===== src/rtl/ldst_chk_pkg.sv =====
package ldst_chk_pkg;
  typedef enum logic [1:0] {
    PH_IDLE     = 2'd0,
    PH_WAIT_ACK = 2'd1,
    PH_ACKED    = 2'd2,
    PH_CLOSE    = 2'd3
  } phase_e;

  localparam int NUM_RULES   = 9;
  localparam int RB_BOTH_REQ = 0;
  localparam int RB_REQ_BUSY = 1;
  localparam int RB_BUSY_UP  = 2;
  localparam int RB_BUSY_END = 3;
  localparam int RB_ADDR     = 4;
  localparam int RB_ANSWER   = 5;
  localparam int RB_PULSE    = 6;
  localparam int RB_EARLY    = 7;
  localparam int RB_KIND     = 8;
endpackage


===== src/rtl/ldst_phase_tracker.sv =====
module ldst_phase_tracker
  import ldst_chk_pkg::*;
(
  input  logic                 clk,
  input  logic                 rst,
  input  logic                 ld_req,
  input  logic                 st_req,
  input  logic                 busy,
  input  logic                 addr_ack,
  input  logic                 addr_exc,
  input  logic                 ld_vld,
  input  logic                 st_vld,
  output logic [NUM_RULES-1:0] viol
);
  phase_e phase_q, phase_d;
  logic   is_st_q;
  logic   first_q;
  logic   ld_vld_q, st_vld_q;

  logic req, any_vld, proper_end, in_txn;

  always_comb begin
    req        = ld_req | st_req;
    any_vld    = ld_vld | st_vld;
    in_txn     = (phase_q == PH_WAIT_ACK) || (phase_q == PH_ACKED);
    proper_end = ((phase_q == PH_WAIT_ACK) && addr_exc) ||
                 ((phase_q == PH_ACKED) && !is_st_q && ld_vld);

    viol = '0;
    viol[RB_BOTH_REQ] = ld_req & st_req;
    viol[RB_REQ_BUSY] = req & busy;
    viol[RB_BUSY_UP]  = ((phase_q == PH_IDLE) && busy && !req) ||
                        ((phase_q == PH_WAIT_ACK) && first_q && !busy && !addr_exc);
    viol[RB_BUSY_END] = (in_txn && !busy && !proper_end &&
                         !((phase_q == PH_WAIT_ACK) && first_q)) ||
                        (proper_end && busy) ||
                        ((phase_q == PH_CLOSE) && busy);
    viol[RB_ANSWER]   = (addr_ack & addr_exc) ||
                        ((addr_ack | addr_exc) && (phase_q != PH_WAIT_ACK));
    viol[RB_PULSE]    = (ld_vld & ld_vld_q) | (st_vld & st_vld_q);
    viol[RB_EARLY]    = (phase_q == PH_WAIT_ACK) && any_vld;
    viol[RB_KIND]     = (((phase_q == PH_IDLE) || (phase_q == PH_CLOSE)) && any_vld) ||
                        ((phase_q == PH_ACKED) &&
                         ((is_st_q && ld_vld) || (!is_st_q && st_vld)));
  end

  always_comb begin
    phase_d = phase_q;
    unique case (phase_q)
      PH_IDLE:     if (req) phase_d = PH_WAIT_ACK;
      PH_WAIT_ACK: begin
        if (addr_exc)      phase_d = PH_IDLE;
        else if (addr_ack) phase_d = PH_ACKED;
        else if (!busy)    phase_d = PH_IDLE;
      end
      PH_ACKED: begin
        if (!is_st_q && ld_vld)     phase_d = PH_IDLE;
        else if (is_st_q && st_vld) phase_d = PH_CLOSE;
        else if (!busy)             phase_d = PH_IDLE;
      end
      PH_CLOSE:    phase_d = PH_IDLE;
      default:     phase_d = PH_IDLE;
    endcase
  end

  always_ff @(posedge clk) begin
    if (rst) begin
      phase_q  <= PH_IDLE;
      is_st_q  <= 1'b0;
      first_q  <= 1'b0;
      ld_vld_q <= 1'b0;
      st_vld_q <= 1'b0;
    end else begin
      phase_q  <= phase_d;
      first_q  <= (phase_q == PH_IDLE) && req;
      ld_vld_q <= ld_vld;
      st_vld_q <= st_vld;
      if (phase_q == PH_IDLE && req) is_st_q <= st_req;
    end
  end

  p_close_exit_r4: assert property (@(posedge clk) disable iff (rst)
    (phase_q == PH_CLOSE) |=> (phase_q == PH_IDLE));
  p_store_close_r4: assert property (@(posedge clk) disable iff (rst)
    ((phase_q == PH_ACKED) && is_st_q && st_vld) |=> (phase_q == PH_CLOSE));
endmodule


===== config.mk =====
export PLATFORM = sky130hd
export DESIGN_NAME = ldst_phase_tracker
export DESIGN_NICKNAME = d
export VERILOG_FILES = /design/src/rtl/ldst_chk_pkg.sv /design/src/rtl/ldst_phase_tracker.sv
export SDC_FILE = /design/constraint.sdc
export NUM_CORES = 1
export LEC_CHECK = 0
export BUFFER_PORTS_ARGS = -buffer_cell sky130_fd_sc_hd__buf_2
export CELL_PAD_IN_SITES_DETAIL_PLACEMENT = 2
export CELL_PAD_IN_SITES_GLOBAL_PLACEMENT = 2
export CORE_ASPECT_RATIO = 1.25
export CORE_MARGIN = 3
export CORE_UTILIZATION = 24
export CTS_BUF_LIST = sky130_fd_sc_hd__clkbuf_8
export CTS_CLUSTER_SIZE = 10
export DETAILED_ROUTE_END_ITERATION = 8
export GPL_TIMING_DRIVEN = 0
export PLACE_DENSITY_LB_ADDON = 0.1
export SLEW_MARGIN = 20
export SYNTH_ARGS = -nofsm -noshare
export SYNTH_HDL_FRONTEND = slang
export SYNTH_SLANG_ARGS = --single-unit

===== constraint.sdc =====
create_clock -name clk -period 1.4 [get_ports clk]
set_input_delay 0.42 -clock clk [delete_from_list [all_inputs] [get_ports clk]]
set_output_delay 0.42 -clock clk [all_outputs]
set_load 0.01 [all_outputs]

**Word level (Yosys, flattened, before mapping)**

Cells that the tools add are included.

- Add/sub/neg operators: 0
- $mul: 0
- Divide/modulo/power cells: 0
- $lt $le $gt $ge: 0
- Equality and inequality tests: 5
- Shift-type cells: 0
- Muxes and demuxes: 7
- Bitwise operators: 9
- Reductions and logical operators: 38

Operators by type and width:

| cell | number |
|---|---|
| 1-bit logical AND | 22 |
| 2-bit two-way mux | 6 |
| 1-bit logical OR | 9 |
| 2-bit one-hot mux with 4 select lines | 1 |
| 1-bit zero test | 6 |
| 1-bit bitwise AND | 5 |
| 2-bit == test, second input constant | 2 |
| 1-bit bitwise OR | 4 |
| 2-bit by 1-bit == test with 1-bit output, second input constant | 1 |
| 2-bit zero test | 1 |
| 2-bit by 1-bit inequality test with 1-bit output, second input constant | 1 |
| 2-bit inequality test, second input constant | 1 |

- Register bits after elaboration: 6
- Latch bits: 0
- Bits in writable memories: 0
- Bits in read-only memories: 0
- Input port bits: 9
- Logic and storage cells: 64
- Memories: 0

**Logic depth before layout (Yosys ltp)**

Gate-level depths: netlist of the first run.

- Depth after elaboration: 9
- Depth in mapped cells: 6

**Worst setup path after synthesis of the first run**

No wires, ideal clock.

- Path kind: register to output
- Start: register phase_q[1]
- End: output port viol[3]
- Arrival time: 1.271 ns
- Slack: -0.291 ns
- Cell stages (with the launch flop): 5
- Path buffers: 0
- Path through: dfxtp_1 inv_1 ha_1 a22o_1 o31ai_1

- Longest elaborated chain between the ends: 9
- Elaborated cells on any way between the ends: 18

Ends and longest elaborated chain:

| element | line | source |
|---|---|---|
| start: declaration | ldst_phase_tracker.sv:15 | `phase_e phase_q, phase_d;` |
| start signal: assignment | ldst_phase_tracker.sv:74 | `phase_q <= phase_d;` |
| 2-bit == test | ldst_phase_tracker.sv:25, ldst_phase_tracker.sv:27 |  |
| 1-bit logical AND (2 in a row) | ldst_phase_tracker.sv:27 | `((phase_q == PH_ACKED) && !is_st_q && ld_vld);` |
| 1-bit logical OR | ldst_phase_tracker.sv:26 | `proper_end = ((phase_q == PH_WAIT_ACK) && addr_exc) \|\|` |
| 1-bit zero test | ldst_phase_tracker.sv:34 | `viol[RB_BUSY_END] = (in_txn && !busy && !proper_end &&` |
| 1-bit logical AND (2 in a row) | ldst_phase_tracker.sv:34 |  |
| 1-bit logical OR | ldst_phase_tracker.sv:35 | `!((phase_q == PH_WAIT_ACK) && first_q)) \|\|` |
| 1-bit logical OR (*) | ldst_phase_tracker.sv:36 | `(proper_end && busy) \|\|` |
| end: declaration | ldst_phase_tracker.sv:13 | `output logic [NUM_RULES-1:0] viol` |

Mark *: on every way between the ends. The rest lies on a longest branch, timed or not.

**Worst setup path after layout of the first run**

Ends and elaborated chain as after synthesis.

==> flow_summary.toml, run 1 <==
[sta]
finalCritPeriodShare_pct = 132
setup_ws_ns = -0.454
fmax_ghz = 0.539
hold_viol_final = 0
period_needed_ns = 1.85
final.setup_skew_ns = 0.000191
finalSetupViolCount = 5
rsz0062_at_grt = "yes"
drv_slew = 0
hold_slack_ns = 0.475

[hold_path]
min_path_type = "input port to register"
min_to = "ld_vld_q"
min_from = "ld_vld"
holdPathStages = 2

[route]
drc = 0
drt_wl_total_um = 1440
firstDrtPassIters = 3
drt_iter0_markers = 6
ant_nets = 0
vias = 511
vias_per_cell = 4.96
routedWlPerCell_um = 14.0

[logic_synthesis]
synth-edff-count = 0
yosys_warnings = 0
synth.top_cell.area_share_pct = 25.7
async_reset_ff_share_pct = 0
synth_area_leaders = "dfxtp_1 (26%), ha_1 (16%), nor2b_1 (6.7%)"
syn-num-nets = 73
synth_seq_cells = 6
synthCells = 58
syn_area_sq_um = 468
ys.flop_type = "dfxtp_1"
avgSynthCellArea_sq_um = 8.07
yosysUniqueCellTypes = 25
synth_area_leader_cell = "dfxtp_1"
seq_area_frac_synth_pct = 25.7

[floorplan]
die_y_um = 55.4
die_x_um = 45.5
core_sq_um = 1810
io_pins = 18
fp-row-count = 17
start_util_pct = 25.9
die_area_sq_um = 2520

[clocking]
htreeDepth = 1
clk_path_buf_depth = 2
cts-root-buf = "clkbuf_8"
numCtsBuffers = 3
cts_num_sinks = 6
clk_pin_slew_ns = 0.04
clk_latency_ns = 0.22
cts_tree = "built"

[setup_path]
required_ns = 0.98
critical_path_class = "register to output port"
cp-start-kind = "register"
rrSetupSlack_ns = 0.02
crit_slowest_cell = "dfxtp_4"
endpoint_kind = "output port"
r2r-end = "phase_q[0]"
r2r_cells = 8
arrival_ns = 1.43
crit_path_cell_trace = "inv_6 > ha_4 > a22o_4 > o21ai_4 > o31ai_4 > buf_2"
max_stage_delay_ns = 0.39
cp_max_fo = 4
r2r_start = "phase_q[0]"

[finish]
syn_to_final_growth_pct = 67.6
fin_area_sq_um = 785
drive_above_1_share_pct = 53.6
layout.nets = 101
layout_common_cells = "buf_2 (15), nand2_1 (8), buf_4 (7)"
diodes = 0
final_common_cell = "buf_2"

[pwr]
power.density_nw_per_um2 = 851
peakVddDrop_uv = 570
power.leakage_nw = 0.341

[job]
max_cap_viol_count = 0

[placed_design]
gp_congestion = 0.715
dp.final_hpwl_um = 1170
port_buffers = 16
placed_cell_area_sq_um = 627

[grt]
grt-ovfl-total = 0
grt_pass1_vias = 499
grt.total_usage_pct = 12.8
grt_first_pass_wirelength_um = 2340
antenna_found_initial = 0
grt_max_degree = 9

[status]
violations = "setup timing"
status = "complete, but fails checks"
[stage by stage]
step	setup slack, ns	cells	utilization, %	total power [mW]	setup TNS, ns
after floorplan	-0.108	58	-	0.298	-0.159
after global placement	-0.352	93	34.7	0.361	-0.865
after detailed placement	-0.387	93	34.7	0.366	-0.969
after CTS	-0.480	100	40.1	0.660	-1.93
after global routing	-0.497	103	43.4	0.713	-1.96
final	-0.454	103	43.4	0.668	-1.61
[worst max-delay path: cells and delay by family, from the launching register on]
family,cells,cell delay [ns]
DFF,1,0.39
buffers and inverters,2,0.19
adders and majority gates,1,0.15
AOI/OAI and AO/OA,3,0.48
[flip-flops by register name (all words and copies together), names as in the netlist]
name and count:
first_q 1, st_vld_q 1, ld_vld_q 1, is_st_q 1
phase_q 2
[what timing repair did]
| action | CTS | global route |
|---|---|---|
| gates resized for setup | 6 | 9 |
| hold buffers | 0 | 0 |
| pin swaps | 3 | 5 |
| setup buffers | 4 | 3 |
| endpoints found under the setup margin | 7 | 7 |
[power breakdown]
| group | leakage [nW] | internal, mW | total [mW] | switching (mW) |
|---|---|---|---|---|
| registers | 0.0511 | 0.183 | 0.198 | 0.0146 |
| clock network | 0.0216 | 0.185 | 0.265 | 0.0793 |
| logic | 0.268 | 0.106 | 0.206 | 0.100 |
| total | 0.341 | 0.474 | 0.668 | 0.194 |
[layer usage]
layer	track usage, %	part of all wire, %	vias to the layer above
li1	-	-	260
met1	15.7	40	235
met2	20.4	53	14
met3	3.26	5.2	2
met4	5.02	1.7	0
met5	0	0	-
[worst max path at each step]
stage               start      end  slack, ns  cells past startpoint
3_3_place_gp       ld_vld  viol[3]      -0.35                      6
2_1_floorplan  phase_q[0]  viol[3]      -0.11                      4
3_5_place_dp       ld_vld  viol[3]      -0.39                      6
5_1_grt        phase_q[1]  viol[3]      -0.50                      6
4_1_cts        phase_q[1]  viol[3]      -0.48                      5
6_report       phase_q[1]  viol[3]      -0.45                      6
[Yosys cell counts, types with 2 or more instances]
cell type and count:
a211oi_1 2, a22o_1 2, dfxtp_1 6, ha_1 6
inv_1 5, nand2_1 8, nor2_1 4, nor2b_1 5
nor3_1 2, o21ai_1 2, o31ai_1 2
[cells by family (layout without fill, tap and decap cells)]
logic type	after synthesis	count (layout)	share of synthesized area (%)
other	1	1	0.801
adder cells (fa/ha/maj)	7	7	18.2
buffers and inverters	6	32	5.62
multiplexers	1	1	2.14
AO/OA/AOI/OAI	14	14	21.1
flip-flops	6	6	25.7
AND/OR/NAND/NOR	23	23	26.5
[area by class of cell]
| cell class | count | area (sq um) |
|---|---|---|
| Inverter | 5 | 31.3 |
| Clock buffer | 3 | 41.3 |
| Timing Repair Buffer | 23 | 143 |
| Sequential cell | 6 | 128 |
| Multi-Input combinational cell | 46 | 410 |
| Fill cell | 214 | 1020 |
| Tap cell | 19 | 23.8 |
| Buffer | 1 | 7.51 |
Power figures use the tool's default switching activity.
==> run 2: changes to the inputs <==
==> constraint.sdc (replaced) <==
create_clock -name clk -period 1.4 [get_ports clk]
set_input_delay 0.42 -clock clk [delete_from_list [all_inputs] [get_ports clk]]
set_output_delay 0.42 -clock clk [all_outputs]
set_load 0.05 [all_outputs]
==> flow_summary.toml, run 2 (synthesis gave the netlist of run 1 again) <==
[clocking]
cts-root-buf = "clkbuf_8"
clk_pin_slew_ns = 0.04
htreeDepth = 1
clk_path_buf_depth = 2
numCtsBuffers = 3
cts_tree = "built"
cts_hold_buffers = 0
clk_latency_ns = 0.22
cts_num_sinks = 6

[sta]
hold_viol_final = 0
fmax_ghz = 0.529
finalSetupViolCount = 6
finalSetupTns_ns = -1.95
finalCritPeriodShare_pct = 135
setup_ws_ns = -0.489
period_needed_ns = 1.89
final.setup_skew_ns = 0.000223
drv_slew = 0
rsz0062_at_grt = "yes"
hold_slack_ns = 0.484

[route]
drt_wl_total_um = 1670
drt_iter0_markers = 2
met2WireLength_um = 913
ant_nets = 0
vias = 532
drc = 0
dr.max_layer_used = "met4"
met1_length_um = 670
vias_per_cell = 5.12
wl_met3_um = 74
routedWlPerCell_um = 16.0
firstDrtPassIters = 4

[pwr]
power.leakage_nw = 0.371
peakVddDrop_uv = 492
power.density_nw_per_um2 = 883
power_uw = 789

[floorplan]
die_y_um = 55.4
die_x_um = 45.5
start_util_pct = 25.9
die_area_sq_um = 2520
core_sq_um = 1810
io_pins = 18
fp-row-count = 17

[grt]
grt_first_pass_wirelength_um = 2830
antenna_found_initial = 0
grt.total_usage_pct = 15.3
grt_pass1_vias = 585
grt_max_degree = 9
grt-ovfl-total = 0

[finish]
layout_common_cells = "buf_4 (8), buf_6 (8), buf_2 (7), nand2_1 (5), dfxtp_1 (4)"
diodes = 0
top_register = "phase_q"
layout.nets = 102
syn_to_final_growth_pct = 90.9
fill_cells = 196
fin_area_sq_um = 893
drive_above_1_share_pct = 63.5
largest_reg_flops = 2
post-route-util_pct = 49.4

[placed_design]
port_buffers = 16
dp.final_hpwl_um = 1140
placed_cell_area_sq_um = 682
gp_congestion = 0.638

[setup_path]
path_buf_inv = 2
critical_path_class = "register to output port"
cp-start-kind = "register"
crit_slowest_cell = "dfxtp_4"
crit_path_cell_trace = "inv_6 > ha_2 > nand2_2 > nand2_2 > o31ai_4 > buf_6"
cpLargestDelayFamily = "flip-flops"
cp_max_fo = 4
endpoint_kind = "output port"
max_stage_delay_ns = 0.39
crit_top_cell = "nand2_2"
arrival_ns = 1.47
required_ns = 0.98

[status]
violations = "setup timing"
status = "complete, but fails checks"

[job]
max_cap_viol_count = 0

[hold_path]
min_path_type = "input port to register"
## run 2: final timing paths
path / start / to / slack (ns) / depth (start not counted)
max: phase_q[1] / viol[3] / -0.49 / 6
min: ld_vld / ld_vld_q / 0.48 / 2
max reg2reg: phase_q[0] / phase_q[0] / -0.09 / 9
min reg2reg: is_st_q / is_st_q / 0.59 / 2
## run 2: cell type report
cell class	instances	area [sq um]	share of cell area, %
buffer	1	7.51	0.840
clock buffer	3	41.3	4.62
inverter	5	33.8	3.78
multi-input combinational	46	459	51.4
sequential	6	128	14.3
tap	19	23.8	2.66
timing repair buffer	24	200	22.4
## run 2: where the power goes
group	internal [mW]	switching, mW	total, mW
Clock	0.185	0.0763	0.261
Sequential	0.183	0.0158	0.199
Combinational	0.141	0.188	0.329
Total	0.509	0.281	0.789
## run 2: per-layer routing
metal,global-route usage [%],vias up
met5,0,-
met2,25.3,16
met3,1.95,2
li1,-,257
met4,7.53,0
met1,18.3,257
## run 2: timing repair
item	CTS	global route
pin swaps	4	5
gates resized for setup	22	12
buffers inserted	7	1
endpoints found under the setup margin	6	10
## run 2: stage by stage
step / std cells / setup slack (ns)
2_1_floorplan: 58 / -0.319
3_3_place_gp: 93 / -0.494
3_5_place_dp: 93 / -0.538
4_1_cts: 103 / -0.516
5_1_grt: 104 / -0.534
6_report: 104 / -0.489
